==> src/rtl/tsu_pkg.sv <==
package tsu_pkg;
  localparam int STAMP_W = 32;

  typedef enum logic [3:0] {
    EV_SWPUSH = 4'd0,
    EV_WRAP   = 4'd1,
    EV_HALF   = 4'd2,
    EV_PIN    = 4'd3,
    EV_RXPKT  = 4'd4,
    EV_TXPKT  = 4'd5
  } ev_kind_e;

  typedef struct packed {
    logic [4:0]         port;
    ev_kind_e           kind;
    logic [3:0]         msg;
    logic [15:0]        seq;
    logic [STAMP_W-1:0] stamp;
  } ev_rec_t;

  // word indices of the register map
  localparam logic [3:0] A_ID     = 4'd0;
  localparam logic [3:0] A_CTRL   = 4'd1;
  localparam logic [3:0] A_REFSEL = 4'd2;
  localparam logic [3:0] A_PUSH   = 4'd3;
  localparam logic [3:0] A_LDVAL  = 4'd4;
  localparam logic [3:0] A_LDEN   = 4'd5;
  localparam logic [3:0] A_RAW    = 4'd8;
  localparam logic [3:0] A_MASK   = 4'd9;
  localparam logic [3:0] A_IEN    = 4'd10;
  localparam logic [3:0] A_POP    = 4'd12;
  localparam logic [3:0] A_EVLO   = 4'd13;
  localparam logic [3:0] A_EVHI   = 4'd14;

  function automatic logic [31:0] pack_hi(input ev_rec_t r);
    return {3'b000, r.port, r.kind, r.msg, r.seq};
  endfunction

  function automatic logic at_wrap(input logic [STAMP_W-1:0] c);
    return &c;
  endfunction

  function automatic logic at_half(input logic [STAMP_W-1:0] c);
    return c == {1'b0, {(STAMP_W-1){1'b1}}};
  endfunction
endpackage

==> src/rtl/tsu_counter.sv <==
module tsu_counter import tsu_pkg::*; (
  input  logic               clk,
  input  logic               rst_n,
  input  logic               run,
  input  logic               load,
  input  logic [STAMP_W-1:0] load_val,
  output logic [STAMP_W-1:0] cnt,
  output logic               wrap_evt,
  output logic               half_evt
);
  logic stepping;
  assign stepping = run && !load;
  assign wrap_evt = stepping && at_wrap(cnt);
  assign half_evt = stepping && at_half(cnt);

  always_ff @(posedge clk or negedge rst_n) begin
    if (!rst_n)      cnt <= '0;
    else if (load)   cnt <= load_val;
    else if (run)    cnt <= cnt + 1'b1;
  end
endmodule

==> src/rtl/tsu_pin_edge.sv <==
module tsu_pin_edge #(
  parameter int N_PINS = 4
)(
  input  logic              clk,
  input  logic              rst_n,
  input  logic [N_PINS-1:0] pin,
  input  logic [N_PINS-1:0] pin_en,
  output logic [N_PINS-1:0] rise
);
  for (genvar g = 0; g < N_PINS; g++) begin : g_pin
    logic s1, s2, s3;
    always_ff @(posedge clk or negedge rst_n) begin
      if (!rst_n) begin
        s1 <= 1'b0;
        s2 <= 1'b0;
        s3 <= 1'b0;
      end else begin
        s1 <= pin[g];
        s2 <= s1;
        s3 <= s2;
      end
    end
    assign rise[g] = s2 && !s3 && pin_en[g];
  end
endmodule

==> src/rtl/tsu_stager.sv <==
module tsu_stager import tsu_pkg::*; #(
  parameter int N_SRC = 9
)(
  input  logic             clk,
  input  logic             rst_n,
  input  logic [N_SRC-1:0] req,
  input  ev_rec_t          in_rec [N_SRC],
  output logic             out_vld,
  output ev_rec_t          out_rec,
  output logic [N_SRC-1:0] grant,
  output logic             collide
);
  logic [N_SRC-1:0] pend;
  ev_rec_t          slot [N_SRC];
  logic [N_SRC-1:0] takes;

  // lowest index wins: it is the highest priority
  assign grant   = pend & (~pend + 1'b1);
  assign out_vld = |pend;
  assign takes   = req & (~pend | grant);
  assign collide = |(req & ~takes);

  always_comb begin
    out_rec = '0;
    for (int i = 0; i < N_SRC; i++)
      if (grant[i]) out_rec = slot[i];
  end

  always_ff @(posedge clk or negedge rst_n) begin
    if (!rst_n) pend <= '0;
    else        pend <= (pend & ~grant) | takes;
  end

  always_ff @(posedge clk) begin
    for (int i = 0; i < N_SRC; i++)
      if (takes[i]) slot[i] <= in_rec[i];
  end
endmodule

==> src/rtl/tsu_evq.sv <==
module tsu_evq import tsu_pkg::*; #(
  parameter int DEPTH = 16
)(
  input  logic                       clk,
  input  logic                       rst_n,
  input  logic                       wr,
  input  ev_rec_t                    wr_rec,
  input  logic                       pop,
  output ev_rec_t                    head,
  output logic [$clog2(DEPTH+1)-1:0] count,
  output logic                       empty,
  output logic                       drop
);
  localparam int AW = (DEPTH > 1) ? $clog2(DEPTH) : 1;
  localparam int CW = $clog2(DEPTH+1);

  ev_rec_t       mem [DEPTH];
  logic [AW-1:0] rp, wp;
  logic          full, accept, take;

  function automatic logic [AW-1:0] adv(input logic [AW-1:0] p);
    return (p == AW'(DEPTH-1)) ? '0 : p + 1'b1;
  endfunction

  assign full   = (count == CW'(DEPTH));
  assign empty  = (count == '0);
  assign accept = wr && !full;
  assign drop   = wr && full;
  assign take   = pop && !empty;
  assign head   = mem[rp];

  always_ff @(posedge clk or negedge rst_n) begin
    if (!rst_n) begin
      rp    <= '0;
      wp    <= '0;
      count <= '0;
    end else begin
      if (accept) wp <= adv(wp);
      if (take)   rp <= adv(rp);
      count <= count + CW'(accept) - CW'(take);
    end
  end

  always_ff @(posedge clk) begin
    if (accept) mem[wp] <= wr_rec;
  end
endmodule

==> src/rtl/tsu_capture_top.sv <==
module tsu_capture_top import tsu_pkg::*; #(
  parameter int          DEPTH    = 16,
  parameter int          N_PINS   = 4,
  parameter int          REFSEL_W = 5,
  parameter logic [31:0] ID_WORD  = 32'h4E5A_0103
)(
  input  logic                clk,
  input  logic                rst_n,
  input  logic                bus_wr,
  input  logic [3:0]          bus_addr,
  input  logic [31:0]         bus_wdata,
  output logic [31:0]         bus_rdata,
  input  logic [N_PINS-1:0]   hw_pin,
  input  logic                rx_stb,
  input  logic [3:0]          rx_msg,
  input  logic [15:0]         rx_seq,
  input  logic [4:0]          rx_port,
  input  logic                tx_stb,
  input  logic [3:0]          tx_msg,
  input  logic [15:0]         tx_seq,
  input  logic [4:0]          tx_port,
  output logic                irq,
  output logic [REFSEL_W-1:0] ref_sel
);
  localparam int N_SRC    = N_PINS + 5;
  localparam int SRC_WRAP = 0;
  localparam int SRC_HALF = 1;
  localparam int SRC_SW   = 2;
  localparam int SRC_PIN0 = 3;
  localparam int SRC_RX   = N_PINS + 3;
  localparam int SRC_TX   = N_PINS + 4;
  localparam int CW       = $clog2(DEPTH+1);

  // control and configuration registers
  logic                ctl_run, ctl_test, ien, ovf;
  logic [N_PINS-1:0]   pin_en;
  logic [STAMP_W-1:0]  ldval;
  logic [REFSEL_W-1:0] refsel_q;

  // named internal events
  logic                sw_push, load_req, pop_req, ovf_clr, ovf_set;
  logic                wrap_evt, half_evt;
  logic [STAMP_W-1:0]  cnt;
  logic [N_PINS-1:0]   pin_rise;
  logic [N_SRC-1:0]    src_req, grant;
  ev_rec_t             src_rec [N_SRC];
  logic                stage_vld, stage_collide;
  ev_rec_t             stage_rec, head;
  logic [CW-1:0]       q_cnt;
  logic                q_empty, q_drop;
  logic                raw_pend;

  function automatic logic hit(input logic wr, input logic [3:0] a,
                               input logic [3:0] w, input logic b);
    return wr && (a == w) && b;
  endfunction

  assign sw_push  = hit(bus_wr, bus_addr, A_PUSH, bus_wdata[0]) && ctl_run;
  assign load_req = hit(bus_wr, bus_addr, A_LDEN, bus_wdata[0]);
  assign pop_req  = hit(bus_wr, bus_addr, A_POP,  bus_wdata[0]);
  assign ovf_clr  = hit(bus_wr, bus_addr, A_RAW,  bus_wdata[1]);
  assign ovf_set  = q_drop || stage_collide;

  always_ff @(posedge clk or negedge rst_n) begin
    if (!rst_n) begin
      ctl_run  <= 1'b0;
      ctl_test <= 1'b0;
      pin_en   <= '0;
      ien      <= 1'b0;
      ldval    <= '0;
      refsel_q <= '0;
      ovf      <= 1'b0;
    end else begin
      if (bus_wr && bus_addr == A_CTRL) begin
        ctl_run  <= bus_wdata[0];
        ctl_test <= bus_wdata[1];
        pin_en   <= bus_wdata[8 +: N_PINS];
      end
      if (bus_wr && bus_addr == A_IEN)    ien      <= bus_wdata[0];
      if (bus_wr && bus_addr == A_LDVAL)  ldval    <= bus_wdata;
      if (bus_wr && bus_addr == A_REFSEL) refsel_q <= bus_wdata[REFSEL_W-1:0];
      if (ovf_set)      ovf <= 1'b1;
      else if (ovf_clr) ovf <= 1'b0;
    end
  end

  assign ref_sel = refsel_q;

  tsu_counter u_cnt (
    .clk(clk), .rst_n(rst_n), .run(ctl_run), .load(load_req),
    .load_val(ldval), .cnt(cnt), .wrap_evt(wrap_evt), .half_evt(half_evt)
  );

  tsu_pin_edge #(.N_PINS(N_PINS)) u_pins (
    .clk(clk), .rst_n(rst_n), .pin(hw_pin), .pin_en(pin_en), .rise(pin_rise)
  );

  // one record per source; the stamp is the counter value of the cycle
  always_comb begin
    for (int i = 0; i < N_SRC; i++) begin
      src_rec[i]       = '0;
      src_rec[i].stamp = cnt;
    end
    src_rec[SRC_WRAP].kind  = EV_WRAP;
    src_rec[SRC_WRAP].stamp = cnt + 1'b1;
    src_rec[SRC_HALF].kind  = EV_HALF;
    src_rec[SRC_HALF].stamp = cnt + 1'b1;
    src_rec[SRC_SW].kind    = EV_SWPUSH;
    for (int p = 0; p < N_PINS; p++) begin
      src_rec[SRC_PIN0+p].kind = EV_PIN;
      src_rec[SRC_PIN0+p].port = 5'(p + 1);
    end
    src_rec[SRC_RX].kind = EV_RXPKT;
    src_rec[SRC_RX].msg  = rx_msg;
    src_rec[SRC_RX].seq  = rx_seq;
    src_rec[SRC_RX].port = rx_port;
    src_rec[SRC_TX].kind = EV_TXPKT;
    src_rec[SRC_TX].msg  = tx_msg;
    src_rec[SRC_TX].seq  = tx_seq;
    src_rec[SRC_TX].port = tx_port;
  end

  always_comb begin
    src_req = '0;
    src_req[SRC_WRAP] = wrap_evt;
    src_req[SRC_HALF] = half_evt;
    src_req[SRC_SW]   = sw_push;
    src_req[SRC_PIN0 +: N_PINS] = pin_rise & {N_PINS{ctl_run}};
    src_req[SRC_RX]   = rx_stb && ctl_run;
    src_req[SRC_TX]   = tx_stb && ctl_run;
  end

  tsu_stager #(.N_SRC(N_SRC)) u_stage (
    .clk(clk), .rst_n(rst_n), .req(src_req), .in_rec(src_rec),
    .out_vld(stage_vld), .out_rec(stage_rec), .grant(grant),
    .collide(stage_collide)
  );

  tsu_evq #(.DEPTH(DEPTH)) u_q (
    .clk(clk), .rst_n(rst_n), .wr(stage_vld), .wr_rec(stage_rec),
    .pop(pop_req), .head(head), .count(q_cnt), .empty(q_empty), .drop(q_drop)
  );

  assign raw_pend = !q_empty || ctl_test;
  assign irq      = raw_pend && ien;

  always_comb begin
    bus_rdata = '0;
    case (bus_addr)
      A_ID:     bus_rdata = ID_WORD;
      A_CTRL: begin
        bus_rdata[0]            = ctl_run;
        bus_rdata[1]            = ctl_test;
        bus_rdata[8 +: N_PINS]  = pin_en;
      end
      A_REFSEL: bus_rdata[REFSEL_W-1:0] = refsel_q;
      A_LDVAL:  bus_rdata = ldval;
      A_RAW:    bus_rdata[1:0] = {ovf, raw_pend};
      A_MASK:   bus_rdata[0]   = raw_pend && ien;
      A_IEN:    bus_rdata[0]   = ien;
      A_EVLO:   bus_rdata = q_empty ? '0 : head.stamp;
      A_EVHI:   bus_rdata = q_empty ? '0 : pack_hi(head);
      default:  bus_rdata = '0;
    endcase
  end
endmodule


==> config.mk <==
export PLATFORM = sky130hd
export DESIGN_NAME = tsu_capture_top
export DESIGN_NICKNAME = d
export VERILOG_FILES = /design/src/rtl/tsu_pkg.sv /design/src/rtl/tsu_counter.sv /design/src/rtl/tsu_pin_edge.sv /design/src/rtl/tsu_stager.sv /design/src/rtl/tsu_evq.sv /design/src/rtl/tsu_capture_top.sv
export SDC_FILE = /design/constraint.sdc
export NUM_CORES = 2
export LEC_CHECK = 0
export CAP_MARGIN = 5
export CELL_PAD_IN_SITES_DETAIL_PLACEMENT = 1
export CELL_PAD_IN_SITES_GLOBAL_PLACEMENT = 1
export CORE_ASPECT_RATIO = 1.1
export CORE_MARGIN = 5
export CORE_UTILIZATION = 29
export CTS_CLUSTER_SIZE = 28
export DETAILED_ROUTE_END_ITERATION = 10
export PLACE_DENSITY_LB_ADDON = 0.1
export SLEW_MARGIN = 0
export SYNTH_ARGS = -nofsm -noshare
export SYNTH_HDL_FRONTEND = slang
export SYNTH_SLANG_ARGS = --single-unit
==> constraint.sdc <==
create_clock -name clk -period 11.8 [get_ports clk]
set_input_delay 1.18 -clock clk [delete_from_list [all_inputs] [get_ports clk]]
set_output_delay 1.18 -clock clk [all_outputs]
set_load 0.05 [all_outputs]
==> qor.yml <==
synth_top_cells_by_count: "edfxtp_1, nand2_1, mux4_2"
r2r-start: "u_stage.pend[2]$_DFF_PN0_"
cts.clk_slew.worst_paths_ns: 0.06
synth_top_cell_area_share: 0.704
gp_congestion: 0.772
die_h_um: 468
cts_sinks: 1409
drt-total-wl_mm: 180
drt-pass1-iter-count: 6
start_kind: "flip-flop"
utilization: 0.341
postCtsHoldBufs: 0
outcome: "completed"
initial_core_util: 0.291
postSynthCellCount: 3004
synth_top_family_by_area: "multiplexers"
rows: 168
grt_pass1_wl_mm: 250
ys_types: 77
ff2ff_setup_slack_ns: 7.53
cts_buffer_depth: 3
crit_path_start: "u_q.rp[1]$_DFFE_PN0P_"
drc: 0
die_area_um2: 200000
ioPinCount: 133
setup_tns_ns: 0
clock.fmax_mhz: 150
async_reset_ff_frac: 0.0788
cts_tree: "yes"
finalCritPeriodShare: 0.566
post_cts_buffers: 0
rsz0062_at_grt: "no"
ys.flop_type: "edfxtp_1"
reg2reg_depth: 7
syn_to_final_growth_pct: 17.2
antenna_found_initial: 19
syn-num-nets: 3112
max_stage_delay_ns: 0.93
critPathCapture: "bus_rdata[26]"
peakVddDrop_mv: 0.152
synth_xor_area_frac: 0.00981
critical_path_class: "flip-flop to output port"
cts_resized: 0
synth-edff-count: 1298
cts_root_buf: "clkbuf_16"
htreeDepth: 4
nNetsFinal: 3305
slew_headroom: 0.186
worst_slew_pin_slew_ns: 1.22
ant_nets: 0
synthMuxAreaShare: 0.121
ys_warn_count: 0
drv_cap: 0
ys_ff_latch: 1409
avgRoutedWirePerCell_um: 30.7
die_width_um: 427
syn_area_um2: 55300
track_usage: 0.180
avgSynthCellArea_um2: 18.4
slew_viol_final: 0
leakagePower_nw: 20.8
port_buffers: 132
yosys.area_share.adder: 0.00307
setup_viol: 0
hold_viol: 0
fin_worst_skew_ns: 0.0253
yosysTopAreaCell: "edfxtp_1"
first_iter_violations: 2233
power_density_nw_per_um2: 223
vias: 29204
endpoint_kind: "output port"
instances_no_fill: 5882
hpwl_mm: 108
synth_area_leaders: "edfxtp_1, mux4_2, dfrtp_1"
cts_made_buffers: 160
fin_crit_ns: 6.68
critPathRequiredTime_ns: 10.62
crit_chain: "buf_12, buf_4, mux4_2, mux2i_1, a21oi_1, o21ai_0, nand2_1, clkdlybuf4s50_1"
overflow: 0
routed_via_density: 4.96
worstHoldPathType: "flip-flop to flip-flop"
grt_pass1_vias: 31543
dp_cells: 5585
drive_gt1_frac: 0.200
ys_seq_area_frac: 0.755
grt_max_degree: 115
synth.most_common_cell: "edfxtp_1"
cp.arrival_ns: 5.50
synthSimpleGateAreaFrac: 0.0505
insertion_delay_ns: 0.80
fillerInstances: 18982
synth-compound-area-share: 0.0450
r2r_end: "u_q.mem[3][3]$_DFFE_PP_"
worst_path_max_delay_cell: "dfrtp_4"
cp_max_fo: 114
core_area_um2: 190000
## cell families after synthesis
logic type                 count (synthesis)
DFF                                     1409
and+or+nand+nor                          574
AOI/OAI and AO/OA                        391
muxes                                    355
buffers and inverters                    200
xor gates and xnor gates                  62
adders and majority gates                 13
## per-layer routing
metal | global-route usage | up-vias | routed length [µm]
met4 | 0.0582 | 2 | 5200
met3 | 0.0332 | 233 | 9810
met5 | 0 | - | 13
met1 | 0.236 | 15831 | 76600
li1 | - | 12428 | -
met2 | 0.302 | 710 | 88700
## report_power, final
part           internal, mW  total, mW  leakage (nW)  switching (mW)
Sequential             6.47       6.94          13.2           0.473
Combinational         0.940       2.70          5.15            1.76
Clock                  2.84       4.83          2.46            1.99
## sequential cells by signal, indices dropped and copies added, names as in the netlist, 5 cells and up
name,cells
ldval,32
u_q.mem,960
u_stage.pend,9
u_cnt.cnt,32
u_q.count,5
u_stage.slot,338
ref_sel,5
## stage by stage
step / power (mW) / instance area [µm²] / worst slack (ns) / hold WS (ns)
5_1_grt: 15.1 / 64900 / 4.71 / 0.355
4_1_cts: 14.7 / 64800 / 4.83 / 0.349
3_5_place_dp: 9.83 / 59800 / 5.47 / 0.336
3_3_place_gp: 9.74 / 59800 / 5.57 / 0.341
2_1_floorplan: 8.51 / 55300 / 7.26 / 0.331
6_report: 14.5 / 64900 / 5.12 / 0.349
## layout by cell type, fill, tap and decap left out, drive strengths merged, types with 6 or more instances in the layout
master,n
xnor2,35
nor2b,17
a31oi,6
o31ai,7
o21ai,71
clkinv,54
nor4b,8
nor4,9
and3,11
a22oi,69
or4,9
mux2i,42
o22ai,39
nand3,55
nand2b,9
bufinv,12
dfrtp,111
diode,6
mux2,69
a22o,25
and2,12
a221oi,9
ha,12
mux4,244
inv,35
nand4,16
nor3,16
buf,70
clkbuf,215
edfxtp,1298
nor2,106
nand2,276
xor2,27
o2111ai,8
clkdlybuf4s50,131
a21oi,123
## layout make-up
| cell class | count | area, µm² | area share |
|---|---|---|---|
| Sequential cell | 1409 | 41800 | 0.644 |
| Multi-Input combinational cell | 1395 | 12900 | 0.199 |
| Clock buffer | 215 | 4360 | 0.0672 |
| Tap cell | 2550 | 3190 | 0.0492 |
| Timing Repair Buffer | 201 | 1850 | 0.0286 |
| Clock inverter | 76 | 681 | 0.0105 |
| Inverter | 30 | 113 | 0.00174 |
| Antenna cell | 6 | 15.0 | 0.000231 |
## worst min path at each step
stage	startpoint	endpoint	slack [ns]	depth (start not counted)
finish	u_pins.g_pin[1].s1$_DFF_PN0_	u_pins.g_pin[1].s2$_DFF_PN0_	0.35	0
global route	u_pins.g_pin[2].s1$_DFF_PN0_	u_pins.g_pin[2].s2$_DFF_PN0_	0.35	0
CTS	u_pins.g_pin[1].s1$_DFF_PN0_	u_pins.g_pin[1].s2$_DFF_PN0_	0.35	0
detailed placement	u_pins.g_pin[1].s1$_DFF_PN0_	u_pins.g_pin[1].s2$_DFF_PN0_	0.34	0
global placement	u_pins.g_pin[1].s1$_DFF_PN0_	u_pins.g_pin[1].s2$_DFF_PN0_	0.34	0
floorplan	u_pins.g_pin[0].s1$_DFF_PN0_	u_pins.g_pin[0].s2$_DFF_PN0_	0.33	0
## worst max-delay path: cells and delay by family, from the launching register on
family	cells	cell delay, ns
muxes	2	0.74
AOI/OAI and AO/OA	2	0.31
buffers and inverters	3	2.14
DFF	1	0.93
and+or+nand+nor	1	0.31
No activity file was read; power rests on OpenSTA's default activity.
